===== config.mk =====
export PLATFORM = sky130hd
export DESIGN_NAME = audio_tx_fifo
export DESIGN_NICKNAME = d
export VERILOG_FILES = /design/src/rtl/audtx_pkg.sv /design/src/rtl/audtx_pack.sv /design/src/rtl/audtx_store.sv /design/src/rtl/audtx_drain.sv /design/src/rtl/audio_tx_fifo.sv
export SDC_FILE = /design/constraint.sdc
export NUM_CORES = 1
export LEC_CHECK = 0
export BUFFER_PORTS_ARGS = -buffer_cell sky130_fd_sc_hd__clkbuf_2
export CAP_MARGIN = 20
export CORE_MARGIN = 2
export CORE_UTILIZATION = 53
export DETAILED_ROUTE_END_ITERATION = 12
export PLACE_DENSITY_LB_ADDON = 0.25
export SLEW_MARGIN = 30
export SYNTH_ARGS = -nofsm -noshare
export SYNTH_HDL_FRONTEND = slang
export SYNTH_SLANG_ARGS = --single-unit

===== constraint.sdc =====
create_clock -name clk -period 2.8 [get_ports clk]
set_input_delay 0.56 -clock clk [delete_from_list [all_inputs] [get_ports clk]]
set_output_delay 0.56 -clock clk [all_outputs]
set_load 0.01 [all_outputs]

===== src/rtl/audtx_pkg.sv =====
package audtx_pkg;

    localparam int SAMPLE_W = 24;
    localparam int NARROW_W = 16;
    localparam int PAD_W    = SAMPLE_W - NARROW_W;

    typedef logic [SAMPLE_W-1:0] sample_t;

    typedef struct packed {
        sample_t left;
        sample_t right;
    } pair_t;

    typedef enum logic [1:0] {
        DRAIN_HALF   = 2'd0,
        DRAIN_WHOLE  = 2'd1,
        DRAIN_SINGLE = 2'd2,
        DRAIN_NONE   = 2'd3
    } drain_mode_e;

    // Left-justify a narrow sample inside the full-width slot.
    function automatic sample_t fit_sample(input sample_t raw, input logic narrow);
        if (narrow)
            return {raw[NARROW_W-1:0], {PAD_W{1'b0}}};
        return raw;
    endfunction

    // Number of pops that raise a request; zero means never.
    function automatic int drain_target(input drain_mode_e m, input int depth);
        case (m)
            DRAIN_HALF:   return depth / 2;
            DRAIN_WHOLE:  return depth;
            DRAIN_SINGLE: return 1;
            default:      return 0;
        endcase
    endfunction

endpackage


===== src/rtl/audtx_pack.sv =====
module audtx_pack
    import audtx_pkg::*;
(
    input  sample_t in_left,
    input  sample_t in_right,
    input  logic    narrow,
    output pair_t   packed_pair
);
    localparam int LANES = 2;

    sample_t lane_in  [LANES];
    sample_t lane_out [LANES];

    assign lane_in[0] = in_left;
    assign lane_in[1] = in_right;

    for (genvar g = 0; g < LANES; g++) begin : g_lane
        assign lane_out[g] = fit_sample(lane_in[g], narrow);
    end

    assign packed_pair.left  = lane_out[0];
    assign packed_pair.right = lane_out[1];

endmodule


===== src/rtl/audtx_store.sv =====
module audtx_store
    import audtx_pkg::*;
#(
    parameter int DEPTH = 4,
    localparam int PTR_W = (DEPTH > 1) ? $clog2(DEPTH) : 1,
    localparam int LVL_W = $clog2(DEPTH + 1)
) (
    input  logic             clk,
    input  logic             rst,
    input  logic             push,
    input  logic             pull,
    input  pair_t            wdata,
    output pair_t            head,
    output logic [LVL_W-1:0] count,
    output logic             is_empty,
    output logic             is_full
);
    localparam logic [PTR_W-1:0] LAST_IDX = PTR_W'(DEPTH - 1);
    localparam logic [LVL_W-1:0] CAP      = LVL_W'(DEPTH);

    pair_t            slot [DEPTH];
    logic [PTR_W-1:0] wr_ptr;
    logic [PTR_W-1:0] rd_ptr;

    function automatic logic [PTR_W-1:0] bump(input logic [PTR_W-1:0] p);
        return (p == LAST_IDX) ? '0 : p + 1'b1;
    endfunction

    always_ff @(posedge clk) begin
        if (rst) begin
            for (int i = 0; i < DEPTH; i++)
                slot[i] <= '0;
        end else if (push) begin
            slot[wr_ptr] <= wdata;
        end
    end

    always_ff @(posedge clk) begin
        if (rst) begin
            wr_ptr <= '0;
            rd_ptr <= '0;
            count  <= '0;
        end else begin
            if (push)
                wr_ptr <= bump(wr_ptr);
            if (pull)
                rd_ptr <= bump(rd_ptr);
            case ({push, pull})
                2'b10:   count <= count + 1'b1;
                2'b01:   count <= count - 1'b1;
                default: count <= count;
            endcase
        end
    end

    assign head     = slot[rd_ptr];
    assign is_empty = (count == '0);
    assign is_full  = (count == CAP);

endmodule


===== src/rtl/audtx_drain.sv =====
module audtx_drain
    import audtx_pkg::*;
#(
    parameter int DEPTH = 4,
    localparam int CNT_W = $clog2(DEPTH + 1)
) (
    input  logic        clk,
    input  logic        rst,
    input  drain_mode_e mode,
    input  logic        pulled,
    input  logic        ack,
    output logic        req
);
    drain_mode_e      mode_q;
    logic [CNT_W-1:0] drained;
    logic             mode_moved;
    logic             counting;
    logic             hit;
    int               target;

    always_comb begin
        target     = drain_target(mode, DEPTH);
        mode_moved = (mode != mode_q);
        counting   = pulled && !mode_moved && (target != 0);
        hit        = counting && ((int'(drained) + 1) == target);
    end

    always_ff @(posedge clk) begin
        if (rst) begin
            mode_q  <= DRAIN_HALF;
            drained <= '0;
            req     <= 1'b0;
        end else begin
            mode_q <= mode;
            if (mode_moved || hit)
                drained <= '0;
            else if (counting)
                drained <= drained + 1'b1;
            if (hit)
                req <= 1'b1;
            else if (ack)
                req <= 1'b0;
        end
    end

endmodule


===== src/rtl/audio_tx_fifo.sv =====
module audio_tx_fifo
    import audtx_pkg::*;
#(
    parameter int DEPTH = 4,
    localparam int LVL_W = $clog2(DEPTH + 1)
) (
    input  logic                clk,
    input  logic                rst,
    input  logic                wr_en,
    input  logic [SAMPLE_W-1:0] wr_left,
    input  logic [SAMPLE_W-1:0] wr_right,
    input  logic                half_width,
    input  logic [1:0]          mode_sel,
    input  logic                irq_en,
    input  logic                irq_ack,
    input  logic                err_ack,
    input  logic                pop,
    output logic [SAMPLE_W-1:0] pop_left,
    output logic [SAMPLE_W-1:0] pop_right,
    output logic [LVL_W-1:0]    level,
    output logic                empty,
    output logic                full,
    output logic                pending,
    output logic                irq,
    output logic                overflow,
    output logic                underflow
);
    pair_t in_pair;
    pair_t head_pair;
    pair_t out_pair;
    logic  push_ok;
    logic  pull_ok;

    audtx_pack u_pack (
        .in_left     (wr_left),
        .in_right    (wr_right),
        .narrow      (half_width),
        .packed_pair (in_pair)
    );

    assign push_ok = wr_en && !full;
    assign pull_ok = pop && !empty;

    audtx_store #(.DEPTH(DEPTH)) u_store (
        .clk      (clk),
        .rst      (rst),
        .push     (push_ok),
        .pull     (pull_ok),
        .wdata    (in_pair),
        .head     (head_pair),
        .count    (level),
        .is_empty (empty),
        .is_full  (full)
    );

    audtx_drain #(.DEPTH(DEPTH)) u_drain (
        .clk    (clk),
        .rst    (rst),
        .mode   (drain_mode_e'(mode_sel)),
        .pulled (pull_ok),
        .ack    (irq_ack),
        .req    (pending)
    );

    always_ff @(posedge clk) begin
        if (rst) begin
            out_pair  <= '0;
            overflow  <= 1'b0;
            underflow <= 1'b0;
        end else begin
            if (pull_ok)
                out_pair <= head_pair;
            if (wr_en && full)
                overflow <= 1'b1;
            else if (err_ack)
                overflow <= 1'b0;
            if (pop && empty)
                underflow <= 1'b1;
            else if (err_ack)
                underflow <= 1'b0;
        end
    end

    assign pop_left  = out_pair.left;
    assign pop_right = out_pair.right;
    assign irq       = pending && irq_en;

endmodule


==> impl_metrics.toml <==
[clock_network]
cts_tree = "built"
worstSkewPairLatency_ps = 530
clk_pin_slew_ps = 60
cts_resized = 0
clockRootBuffer = "clkbuf_16"
hold_buffers = 0
cts_sinks = 255
post_cts_buffers = 0
clockBufferDepth = 3
numCtsBuffers = 26
h-tree-depth = 1

[detailed_routing]
drtIter0Drc = 569
num_vias = 6748
routed_wl_um = 24100
wl_per_cell_um = 19.7
avgViaCountPerCell = 5.51
postRouteAntennaNets = 0
first_pass_iters = 4
drc = 0

[sta]
final.setup.worst_slack_ps = 434
final.period_utilization_pct = 84.5
hold_viol = 0
setup_viol = 0
relSlewSlack_pct = 42.1
worstMarginPinSlew_ps = 869
clock_skew_ps = 13.8
fin_crit_ps = 2370
setup-tns-final_ps = 0
rsz0062_at_grt = "no"
drv_slew = 0
max_freq_mhz = 423

[worst_setup_path]
arrival_ps = 2820
critPathMaxStageDelay_ps = 480
setup.worst_path.class = "flip-flop to flip-flop"
slowest_stage = "or3b_1"
critPathRequiredTime_ps = 3250
path_max_fanout = 5
critPathCaptureType = "flip-flop"
path_delay_family = "simple AND/OR/NAND/NOR gates"
path_cells = "or3b_1 > nand2_1 > ha_1 > inv_1 > fa_1 > xor2_1 > or3_1 > a21oi_1"
worstSetupStartpointType = "flip-flop"
cp_num_buf_inv = 1

[finish]
diodes = 0
nNetsFinal = 999
area_growth_pct = 16.1
layout-drive-gt1-share_pct = 27.1

[yosys]
synth_edf_count = 192
yosysSeqAreaShare_pct = 65.6
synth_common_cells = "192 x edfxtp_1, 165 x nor2_1, 119 x nand2_1, 63 x dfxtp_1, 57 x a21oi_1"
synthTopCellsByArea = "edfxtp_1 54%, dfxtp_1 12%, mux4_2 10%"
synth_top_area_cell = "edfxtp_1"
ys_seq_elements = 255
synth.distinct_cells = 42
syn_area_mm2 = 0.0107
synthFlopType = "edfxtp_1"
yosys.area.top_type_share_pct = 53.8
synth_area_per_cell_um2 = 13.0
syn_nets = 888
yosys_warnings = 0
synth.most_common_cell = "edfxtp_1"
async_flop_share_pct = 0
synthCells = 825

[global_route]
met3_usage_pct = 3.69
top_usage_layer = "met2"
grt_use_met2_pct = 40.0
antenna_found_initial = 0
grt_usage_pct = 23.0
grt_pass1_vias = 6870
gr-total-overflow = 0
grt_max_degree = 52
use_met1_pct = 30.5
grt_pass1_wl_um = 38000

[floorplanning]
die_width_um = 146
std_cell_rows = 52
io_pins = 115
core_area_mm2 = 0.0200
start_util_pct = 53.5
dieArea_mm2 = 0.0214
die_h_um = 146

[placed_design]
place.port_buffers = 114
dp_hpwl_um = 14600
pre_cts_slack_ps = 447
gp_congestion = 0.756

[job]
cap_violations = 0

[pwr]
power_density_mw_per_mm2 = 798
irDropWorstVdd_uv = 560
leakage_nw = 4.82

[min_path]
hold_path.class = "input pin to flip-flop"

[outcome]
status = "complete, no violations"
## stage by stage
step           hold slack, ps  total power [W]  instances  instance area (um^2)  utilization (%)
6_report                  215          0.00993       1225                 12400             62.1
5_1_grt                   220           0.0103       1225                 12400             62.1
4_1_cts                   203           0.0100       1225                 12400             62.1
3_5_place_dp              445          0.00676       1178                 11600             58.0
3_3_place_gp              442          0.00671       1178                 11600             58.0
2_1_floorplan             466          0.00607        825                 10700                -
## state kept, by name (all words and copies together) (netlist names)
signal / count
underflow: 1
overflow: 1
u_drain.mode_q: 2
u_store.count: 3
u_store.wr_ptr: 2
u_drain.req: 1
pop_right: 24
u_store.slot: 192
u_drain.drained: 3
pop_left: 24
u_store.rd_ptr: 2
## cell usage in the layout (no fill, tap or decap), drive strengths merged
cell type / n
and3b: 1
clkinv: 10
mux4: 48
nor2: 185
fa: 1
a41o: 1
o22ai: 1
o21ai: 3
nor3: 6
clkbuf: 151
o21a: 1
a21oi: 57
dfxtp: 63
nand2: 119
nand2b: 5
o32ai: 1
nor3b: 1
o31ai: 1
xnor2: 1
a21boi: 1
or3b: 3
nand3: 4
nor2b: 4
inv: 22
mux2i: 33
and2: 1
edfxtp: 192
buf: 25
a221oi: 1
xor2: 4
or3: 2
ha: 4
nand3b: 3
## logic make-up (layout without fill, tap and decap cells)
group	Yosys count	count (layout)	synth area share [%]
and+or+nand+nor	334	334	13.5
DFF	255	255	65.6
muxes	81	81	13.2
buffers and inverters	78	208	3.34
AOI/OAI and AO/OA	67	67	3.36
adders and majority gates	5	5	0.654
xor gates and xnor gates	5	5	0.409
## layout make-up
type                    instances  area, um^2
repair buffers                139         833
fillers                      1613        7600
multi-input cells             492        3350
well taps                     270         338
flip-flops and latches        255        7030
clock inverters                10        50.0
inverters                      22        82.6
clock buffers                  37         753
## worst paths after layout
path | start | end | slack [ps] | depth (start not counted)
worst max-delay path | u_store.count[2] | u_store.count[2] | 430 | 8
worst min-delay path | irq_ack | u_drain.req | 220 | 2
worst max register to register | u_store.count[2] | u_store.count[2] | 430 | 8
worst min register to register | pop_left[15] | pop_left[15] | 450 | 2
## where the power goes
group	total (W)	internal, W	switching [W]	leakage, nW
combinational	0.00195	0.000827	0.00112	1.91
sequential	0.00470	0.00449	0.000209	2.51
clock	0.00327	0.00186	0.00141	0.401
## metal layers
metal,vias up,wire [um]
li1,3132,-
met4,0,478
met5,-,0
met3,38,1540
met1,3354,9910
met2,224,12200
Power figures use the tool's default switching activity.
